### src/rtl/mrg_pkg.sv
package mrg_pkg;
  localparam int SYL_W   = 32;
  localparam int HW_W    = 16;
  localparam int PIDX_W  = 5;
  localparam int LANES   = 3;
  localparam int NUM_CH  = 2 * LANES;
  localparam int CHAN_W  = 3;
  localparam int LANE_W  = 2;

  typedef struct packed {
    logic              hit;
    logic              src_ok;
    logic              inv;
    logic [PIDX_W-1:0] pidx;
  } hw_dec_t;

  function automatic logic chan_valid(input logic [CHAN_W-1:0] ch);
    return int'(ch) < NUM_CH;
  endfunction

  function automatic logic chan_cluster(input logic [CHAN_W-1:0] ch);
    return int'(ch) >= LANES;
  endfunction

  function automatic logic [LANE_W-1:0] chan_lane(input logic [CHAN_W-1:0] ch);
    int l;
    l = int'(ch) % LANES;
    return chan_valid(ch) ? LANE_W'(l) : '0;
  endfunction
endpackage

### src/rtl/mrg_hw_decode.sv
module mrg_hw_decode
  import mrg_pkg::*;
(
  input  logic [HW_W-1:0]   hw_i,
  input  logic [LANE_W-1:0] lane_i,
  input  logic              cluster_i,
  input  logic              chan_ok_i,
  output hw_dec_t           dec_o
);
  localparam int EN_BIT   = 15;
  localparam int CLU_BIT  = 14;
  localparam int MASK_LSB = 10;
  localparam int INV_LSB  = 7;

  logic mask_bit;
  logic inv_bit;

  always_comb begin
    mask_bit = 1'b0;
    inv_bit  = 1'b0;
    for (int l = 0; l < LANES; l++) begin
      if (lane_i == LANE_W'(l)) begin
        mask_bit = hw_i[MASK_LSB + l];
        inv_bit  = hw_i[INV_LSB + l];
      end
    end
  end

  assign dec_o.hit    = chan_ok_i & hw_i[EN_BIT] & (hw_i[CLU_BIT] == cluster_i) & mask_bit;
  assign dec_o.src_ok = (hw_i[6:5] == 2'b11);
  assign dec_o.inv    = inv_bit;
  assign dec_o.pidx   = hw_i[PIDX_W-1:0];
endmodule

### src/rtl/mrg_locator.sv
module mrg_locator
  import mrg_pkg::*;
#(
  parameter int NUM_SYL = 3
) (
  input  logic                     clk_i,
  input  logic                     rst_ni,
  input  logic [NUM_SYL*SYL_W-1:0] syl_i,
  input  logic [NUM_SYL-1:0]       syl_vld_i,
  input  logic [LANE_W-1:0]        lane_i,
  input  logic                     cluster_i,
  input  logic                     chan_ok_i,
  output logic                     hit_o,
  output hw_dec_t                  sel_o
);
  localparam int NUM_HW = 2 * NUM_SYL;

  logic [NUM_SYL-1:0] reach;
  hw_dec_t            dec [NUM_HW];
  logic [NUM_HW-1:0]  cand;
  logic [NUM_HW-1:0]  first;
  logic [NUM_HW:0]    seen;

  assign seen[0] = 1'b0;

  // syllable s stays reachable only while all earlier ones are present
  for (genvar s = 0; s < NUM_SYL; s++) begin : g_reach
    if (s == 0) begin : g_head
      assign reach[s] = syl_vld_i[s];
    end else begin : g_tail
      assign reach[s] = reach[s-1] & syl_vld_i[s];
    end
  end

  // slot k: even = upper half, odd = lower half of syllable k/2
  for (genvar k = 0; k < NUM_HW; k++) begin : g_slot
    localparam int S  = k / 2;
    localparam int LO = S * SYL_W + (((k % 2) == 0) ? HW_W : 0);
    mrg_hw_decode u_dec (
      .hw_i      (syl_i[LO +: HW_W]),
      .lane_i    (lane_i),
      .cluster_i (cluster_i),
      .chan_ok_i (chan_ok_i),
      .dec_o     (dec[k])
    );
    assign cand[k]   = dec[k].hit & reach[S];
    assign first[k]  = cand[k] & ~seen[k];
    assign seen[k+1] = seen[k] | cand[k];
  end

  always_comb begin
    sel_o = '0;
    for (int k = 0; k < NUM_HW; k++) begin
      if (first[k]) sel_o = dec[k];
    end
  end

  assign hit_o = seen[NUM_HW];

  p_single_pick_r1: assert property (@(posedge clk_i) disable iff (!rst_ni)
    $onehot0(first));
endmodule

### src/rtl/mrg_eval.sv
module mrg_eval
  import mrg_pkg::*;
#(
  parameter int DATA_W = 64
) (
  input  logic              hit_i,
  input  hw_dec_t           dec_i,
  input  logic              pred_val_i,
  input  logic              word_op_i,
  input  logic [DATA_W-1:0] src1_i,
  input  logic [DATA_W-1:0] src2_i,
  input  logic [DATA_W-1:0] dst_old_i,
  output logic              ok_o,
  output logic              cond_o,
  output logic [DATA_W-1:0] res_o
);
  localparam int HALF_W = DATA_W / 2;

  logic [DATA_W-1:0] pick;

  assign ok_o   = hit_i & dec_i.src_ok;
  assign cond_o = ok_o & (pred_val_i ^ dec_i.inv);
  assign pick   = cond_o ? src1_i : src2_i;

  always_comb begin
    if (!ok_o)          res_o = dst_old_i;
    else if (word_op_i) res_o = {dst_old_i[DATA_W-1:HALF_W], pick[HALF_W-1:0]};
    else                res_o = pick;
  end
endmodule

### src/rtl/mrg_cond_unit.sv
module mrg_cond_unit
  import mrg_pkg::*;
#(
  parameter int NUM_SYL = 3,
  parameter int DATA_W  = 64
) (
  input  logic                     clk_i,
  input  logic                     rst_ni,
  input  logic [NUM_SYL*SYL_W-1:0] syl_i,
  input  logic [NUM_SYL-1:0]       syl_vld_i,
  input  logic [CHAN_W-1:0]        chan_i,
  input  logic                     word_op_i,
  input  logic [DATA_W-1:0]        src1_i,
  input  logic [DATA_W-1:0]        src2_i,
  input  logic [DATA_W-1:0]        dst_old_i,
  output logic [PIDX_W-1:0]        pred_idx_o,
  input  logic                     pred_val_i,
  output logic                     found_o,
  output logic                     err_o,
  output logic                     cond_o,
  output logic [DATA_W-1:0]        res_o
);
  localparam int HALF_W = DATA_W / 2;

  logic              hit;
  hw_dec_t           sel;
  logic              ok;
  logic              cond_d;
  logic [DATA_W-1:0] res_d;

  mrg_locator #(.NUM_SYL(NUM_SYL)) u_loc (
    .clk_i     (clk_i),
    .rst_ni    (rst_ni),
    .syl_i     (syl_i),
    .syl_vld_i (syl_vld_i),
    .lane_i    (chan_lane(chan_i)),
    .cluster_i (chan_cluster(chan_i)),
    .chan_ok_i (chan_valid(chan_i)),
    .hit_o     (hit),
    .sel_o     (sel)
  );

  assign pred_idx_o = sel.pidx;

  mrg_eval #(.DATA_W(DATA_W)) u_eval (
    .hit_i      (hit),
    .dec_i      (sel),
    .pred_val_i (pred_val_i),
    .word_op_i  (word_op_i),
    .src1_i     (src1_i),
    .src2_i     (src2_i),
    .dst_old_i  (dst_old_i),
    .ok_o       (ok),
    .cond_o     (cond_d),
    .res_o      (res_d)
  );

  always_ff @(posedge clk_i or negedge rst_ni) begin
    if (!rst_ni) begin
      found_o <= 1'b0;
      err_o   <= 1'b0;
      cond_o  <= 1'b0;
      res_o   <= '0;
    end else begin
      found_o <= ok;
      err_o   <= ~ok;
      cond_o  <= cond_d;
      res_o   <= res_d;
    end
  end

  p_excl_flags_r9: assert property (@(posedge clk_i) disable iff (!rst_ni)
    !(found_o && err_o));
  p_err_keeps_dst_r9: assert property (@(posedge clk_i) disable iff (!rst_ni)
    (chan_i > 3'd5) |=> (err_o && !cond_o && res_o == $past(dst_old_i)));
  p_sel_wide_r7: assert property (@(posedge clk_i) disable iff (!rst_ni)
    (ok && !word_op_i) |=> (res_o == (cond_o ? $past(src1_i) : $past(src2_i))));
  p_keep_high_r8: assert property (@(posedge clk_i) disable iff (!rst_ni)
    (ok && word_op_i) |=> (res_o[DATA_W-1:HALF_W] == $past(dst_old_i[DATA_W-1:HALF_W])));
  p_no_cond_on_err_r10: assert property (@(posedge clk_i) disable iff (!rst_ni)
    err_o |-> !cond_o);
endmodule

### config.mk
export PLATFORM = sky130hd
export DESIGN_NAME = mrg_cond_unit
export DESIGN_NICKNAME = d
export VERILOG_FILES = /design/src/rtl/mrg_pkg.sv /design/src/rtl/mrg_hw_decode.sv /design/src/rtl/mrg_locator.sv /design/src/rtl/mrg_eval.sv /design/src/rtl/mrg_cond_unit.sv
export SDC_FILE = /design/constraint.sdc
export NUM_CORES = 1
export LEC_CHECK = 0
export BUFFER_PORTS_ARGS = -buffer_cell sky130_fd_sc_hd__buf_2
export CAP_MARGIN = 20
export CORE_AREA = 2 2 145 147
export CTS_BUF_LIST = sky130_fd_sc_hd__clkbuf_4 sky130_fd_sc_hd__clkbuf_8
export CTS_CLUSTER_SIZE = 8
export DETAILED_ROUTE_END_ITERATION = 10
export DIE_AREA = 0 0 147 149
export GPL_TIMING_DRIVEN = 0
export HOLD_SLACK_MARGIN = 0.08
export SYNTH_ARGS = -nofsm -noshare
export SYNTH_HDL_FRONTEND = slang
export SYNTH_SLANG_ARGS = --single-unit
### constraint.sdc
create_clock -name clk_i -period 11 [get_ports clk_i]
set_clock_uncertainty 0.2 [all_clocks]
set_input_delay 2.2 -clock clk_i [delete_from_list [all_inputs] [get_ports clk_i]]
set_output_delay 2.2 -clock clk_i [all_outputs]
set_load 0.01 [all_outputs]
# After elaboration in Yosys (flattened, before gate mapping)
# Cells that the tools add are included.
[classes]
n_div = 1
order_cmp = 2
eq_ne = 14
mux = 46
bitwise = 45
n_reduce_logical = 1
[ops]
columns = ["cell", "n"]
rows = [
  ["64-bit two-way mux", 3],
  ["7-bit two-way mux", 6],
  ["1-bit two-way mux", 36],
  ["1-bit AND", 33],
  ["4-bit by 3-bit remainder unit with 32-bit output, second input constant", 1],
  ["2-bit == test, second input constant", 7],
  ["1-bit == test", 6],
  ["1-bit inverter", 6],
  ["1-bit bitwise OR", 5],
  ["3-bit by 2-bit greater-or-equal comparator with 1-bit output, second input constant", 1],
  ["3-bit less-than comparator, second input constant", 1],
  ["2-bit by 1-bit == test with 1-bit output, second input constant", 1],
  ["2-bit zero test", 1],
  ["2-bit two-way mux", 1],
  ["1-bit bitwise XOR", 1],
]
[totals]
register_bits = 67
inputBits = 298
out_inout_bits = 72
word_cells = 113

# Logic depth before layout (Yosys ltp)
[depth]
word_depth = 20
mapped_depth = 18

# Modules after synthesis
# Synthesis repeated with hierarchy kept, for this count alone.
[hier_totals]
hier_cells = 475
area_unflattened_um2 = 4385.5
[modules_own_cells]
columns = ["mod", "instances", "cells_each", "area_each_um2"]
rows = [
  ["mrg_cond_unit", 1, 79, 1765.4],
  ["mrg_eval", 1, 217, 1405.1],
  ["mrg_hw_decode", 6, 15, 113.9],
  ["mrg_locator", 1, 89, 531.8],
]

# Worst setup path after synthesis
# Ideal clock, no wire load.
[synth_path]
kind = "input port to output port"
from = "input port chan_i[2]"
to = "output port pred_idx_o[0]"
arrival_ns = 4.866
t_required_ns = 8.600
slack_ns = 3.734
path_stages = 14
path_buffers = 3
path_cell_list = "buf_4 -> buf_4 -> nand2b_1 -> inv_1 -> ha_1 -> nor2b_2 -> o211ai_2 -> and2_1 -> buf_2 -> o221a_2 -> nor3_1 -> and3_1 -> a221oi_1 -> a31oi_1"
[synth_via]
elab_chain_len = 15
word_cells_on_any_way = 75
classes_between = "div (1); order compare (2); eq/ne (8); mux (25); bitwise (38); reduce/logical (1)"
[synth_rtl]
columns = ["item", "line", "text"]
rows = [
  ["start, declared", "mrg_cond_unit.sv:11", "input logic [CHAN_W-1:0] chan_i,"],
  ["4-bit by 3-bit remainder unit with 32-bit output or 3-bit less-than comparator (tied branches)", "mrg_pkg.sv:27, mrg_pkg.sv:18", ""],
  ["2-bit two-way mux", "mrg_pkg.sv:28", "return chan_valid(ch) ? LANE_W'(l) : '0;"],
  ["2-bit zero test", "mrg_hw_decode.sv:22", "if (lane_i == LANE_W'(l)) begin"],
  ["1-bit two-way mux (3 in series)", "mrg_hw_decode.sv:22", ""],
  ["1-bit AND", "mrg_hw_decode.sv:29", "assign dec_o.hit = chan_ok_i & hw_i[EN_BIT] & (hw_i[CLU_BIT] == cluster_i) & mask_bit;"],
  ["1-bit AND", "mrg_locator.sv:46", "assign cand[k] = dec[k].hit & reach[S];"],
  ["1-bit inverter or 1-bit bitwise OR (tied branches)", "mrg_locator.sv:47, mrg_locator.sv:48", ""],
  ["1-bit AND (tied with other cells)", "mrg_locator.sv:47", "assign first[k] = cand[k] & ~seen[k];"],
  ["7-bit two-way mux (tied with other cells) (3 in series)", "mrg_locator.sv:54", "if (first[k]) sel_o = dec[k];"],
  ["7-bit two-way mux or 1-bit AND (tied branches)", "mrg_locator.sv:54, mrg_locator.sv:47", ""],
  ["7-bit two-way mux (*)", "mrg_locator.sv:54", ""],
  ["end, declared", "mrg_cond_unit.sv:16", "output logic [PIDX_W-1:0] pred_idx_o,"],
]
# Every way passes the cells marked *; elsewhere a longest branch is shown, timed or not.

# Worst setup path after layout
[layout_path]
from = "input port chan_i[2]"
to = "output port pred_idx_o[4]"
# The elaborated chain is that of the path after synthesis.

==> flow_metrics.env <==
export IMPL_grt_max_degree=44
export IMPL_worst_pin_slew_ps=750
export IMPL_cts_buffer_depth=2
export IMPL_critPathArrivalTime_ps=5800
export IMPL_hold_buffers=0
export IMPL_synth_fp_nets=1093
export IMPL_power_switching_w=0.000282
export IMPL_setup_viol=0
export IMPL_ir_worst_vdd_mv=0.0576
export IMPL_holdCritPathClass="in2async"
export IMPL_internal_power_w=0.000521
export IMPL_area_delta_synth_final_pct=39.7
export IMPL_grt_usage_pct=24.6
export IMPL_synth_seq_area_share_pct=27.2
export IMPL_firstDrtPassIters=5
export IMPL_drive_gt1_share_pct=36.2
export IMPL_endpoint_kind="output port"
export IMPL_clock_sink_count=67
export IMPL_synth_cells=794
export IMPL_required_ps=8600
export IMPL_grt_pass1_wl_um=42400
export IMPL_synth_simple_area_share_pct=29.0
export IMPL_synth_seq_cells=67
export IMPL_synthArstFlopShare_pct=100
export IMPL_synth_compound_area_share_pct=35.9
export IMPL_path_clk_slew_ps=100
export IMPL_wire_per_inst_um=19.4
export IMPL_dieArea_mm2=0.0219
export IMPL_synth_top_family_by_area="compound AO/OA/AOI/OAI gates"
export IMPL_synth_flop_cell="dfrtp_1"
export IMPL_grt_pass1_vias=7630
export IMPL_cts_setup_buffers=0
export IMPL_detail_route_iter0_violations=482
export IMPL_gr_total_overflow=0
export IMPL_wl_um=28100
export IMPL_fin_cells=1453
export IMPL_period_minus_slack_ps=8200
export IMPL_synth_distinct_cells=64
export IMPL_critPathMaxFanout=10
export IMPL_cts_buffers=9
export IMPL_start_util_pct=29.9
export IMPL_synthMuxAreaShare_pct=0.183
export IMPL_avgViaCountPerCell=5.37
export IMPL_powerDensity_mw_per_mm2=93.5
export IMPL_startpoint_type="input pin"
export IMPL_fp_dieW_um=147
export IMPL_drc=0
export IMPL_synthAdderAreaFrac_pct=0.203
export IMPL_final_setup_worst_slack_ps=2800
export IMPL_place_hpwl_um=22000
export IMPL_avgSynthCellArea_um2=7.75
export IMPL_cp_cell_sequence="buf_4 -> buf_4 -> nand2b_1 -> inv_1 -> ha_1 -> buf_2 -> o21bai_1 -> nor3b_1 -> o32ai_1 -> a21oi_1 -> nor3_1 -> nand4_1 -> a31oi_1 -> buf_2"
export IMPL_pwr_share_seq_pct=33.9
export IMPL_cap_violations=0
export IMPL_synth_edf_count=0
export IMPL_place_area_mm2=0.00834
export IMPL_place_inst=1431
export IMPL_rsz0062_at_grt="no"
export IMPL_synth_xor_area_share_pct=0.996
export IMPL_p_leak_nw=4.10
export IMPL_finalCritPeriodShare_pct=74.6
export IMPL_tns_ps=0
export IMPL_root_buffer="clkbuf_8"
export IMPL_clockPowerShare_pct=32.5
export IMPL_fin_nets=1467
export IMPL_slowest_delay_ps=470
export IMPL_slew_violations=0
export IMPL_final_cell_area_mm2=0.00860
export IMPL_core_mm2=0.0206
export IMPL_cp_slowest_cell="nor3_1"
export IMPL_fin_total_pwr_w=0.000804
export IMPL_fill_cells=2161
export IMPL_num_vias=7801
export IMPL_h_tree_depth=3
export IMPL_io_buffers=361
export IMPL_synth_warning_count=0
export IMPL_status="finished clean"
export IMPL_crit_type="in2out"
export IMPL_antenna_found_initial=4
export IMPL_die_height_um=149
export IMPL_io_pins=370
export IMPL_swShare_pct=35.1
export IMPL_finalHoldViolCount=0
export IMPL_ctsResizeCount=0
export IMPL_fmax_ghz=0.122
export IMPL_cts_tree="done"
export IMPL_slew_limit_headroom_pct=50.0
export IMPL_p_comb_share_pct=33.6
export IMPL_place_ws_ps=2940
export IMPL_syn_cell_area_mm2=0.00615
export IMPL_rows=53
export IMPL_final_antenna_net_count=0
export IMPL_gp_congestion=0.937
-- power groups by stage --
stage | logic, W | registers [W] | clock network, W
floorplan | 0.000122 | 0.000290 | 0
global placement | 0.000267 | 0.000278 | 0
detailed placement | 0.000269 | 0.000277 | 0
CTS | 0.000270 | 0.000273 | 0.000269
global route | 0.000296 | 0.000274 | 0.000280
finish | 0.000270 | 0.000273 | 0.000261
-- stage by stage --
stage | hold slack [ps] | utilization [%]
2_1_floorplan | 1700 | -
3_3_place_gp | 2210 | 40.4
3_5_place_dp | 1950 | 40.5
4_1_cts | 1530 | 41.7
5_1_grt | 1540 | 41.8
6_report | 1530 | 41.8
-- path summary, 6_finish.rpt --
kind	from	end	slack (ps)	cells after the start
min in group clk_i	dst_old_i[7]	res_o[7]$_DFF_PN0_	1830	2
worst min-delay path	rst_ni	res_o[59]$_DFF_PN0_	1530	1
max in group asynchronous	rst_ni	res_o[52]$_DFF_PN0_	8470	2
worst max-delay path	chan_i[2]	pred_idx_o[4]	2800	14
-- cell usage after synthesis, drive strengths merged (2+ instances only) --
cell | number | area (um2)
xnor2 | 3 | 26.3
o21ai | 18 | 90.1
inv | 5 | 18.8
nand3 | 8 | 40.0
a31oi | 5 | 31.3
or3 | 2 | 12.5
nand2b | 136 | 851
a211oi | 130 | 981
nand2 | 147 | 552
a21oi | 23 | 115
a221o | 4 | 40.0
nor2b | 5 | 33.8
nor3 | 3 | 15.0
a21o | 2 | 15.0
nand4 | 5 | 31.3
a221oi | 6 | 52.6
clkbuf | 43 | 163
and3 | 8 | 50.1
xor2 | 4 | 35.0
o31ai | 2 | 20.0
a21boi | 2 | 15.0
or3b | 4 | 35.0
dfrtp | 67 | 1680
o211ai | 2 | 20.0
o22ai | 2 | 12.5
o21bai | 2 | 18.8
and2 | 4 | 25.0
o221a | 3 | 33.8
buf | 32 | 216
a2bb2oi | 2 | 23.8
o221ai | 3 | 26.3
o2111ai | 2 | 17.5
nor3b | 3 | 22.5
a211o | 65 | 569
nor2 | 24 | 92.6
o32ai | 3 | 26.3
-- registers in the layout (all words and copies together), names as in the netlist --
signal,cells
cond_o,1
found_o,1
res_o,64
err_o,1
-- final cells by class --
| type | count | area [um2] | area share, % |
|---|---|---|---|
| Multi-Input combinational cell | 647 | 4080 | 47.5 |
| Timing Repair Buffer | 363 | 1850 | 21.5 |
| Sequential cell | 67 | 1680 | 19.5 |
| Buffer | 75 | 379 | 4.41 |
| Tap cell | 275 | 344 | 4.00 |
| Clock buffer | 10 | 138 | 1.60 |
| Clock inverter | 6 | 97.6 | 1.14 |
| Inverter | 5 | 18.8 | 0.218 |
| Antenna cell | 5 | 12.5 | 0.146 |
-- critical path: cells and delay by family --
family	cells	cell delay, ps
buf+inv	5	770
fa+ha+maj	1	230
simple gates	4	1260
compound gates	4	1350
-- cells in the final DEF, fill, tap and decap left out, types with 4 or more instances in the layout --
cell type and instances:
a21oi_1 23, xor2_1 4, o21ai_0 16, a221o_1 4, buf_6 6, a221oi_1 6, a211o_1 65, clkbuf_8 10
nor2_1 23, nor2b_1 4, nand3_1 8, clkbuf_1 42, and2_1 4, nand4_1 5, and3_1 8, nand2_1 147
nand2b_1 136, buf_2 377, buf_4 9, a211oi_1 129, dfrtp_1 67, diode_2 5, inv_1 5, a31oi_1 5
-- per-layer routing --
layer	GRT usage [%]	wire length, um	vias up
li1	-	-	3677
met1	32.4	12200	3676
met2	40.4	13100	389
met3	4.50	1920	57
met4	9.33	942	2
met5	0	13	-
-- cells by family (layout without fill, tap and decap cells) --
| kind of cell | after synthesis | after routing |
|---|---|---|
| AOI/OAI and AO/OA | 286 | 286 |
| xor gates and xnor gates | 7 | 7 |
| adders and majority gates | 1 | 1 |
| buffers and inverters | 80 | 459 |
| DFF | 67 | 67 |
| muxes | 1 | 1 |
| other | 0 | 5 |
| and+or+nand+nor | 352 | 352 |
Power figures use the tool's default switching activity.
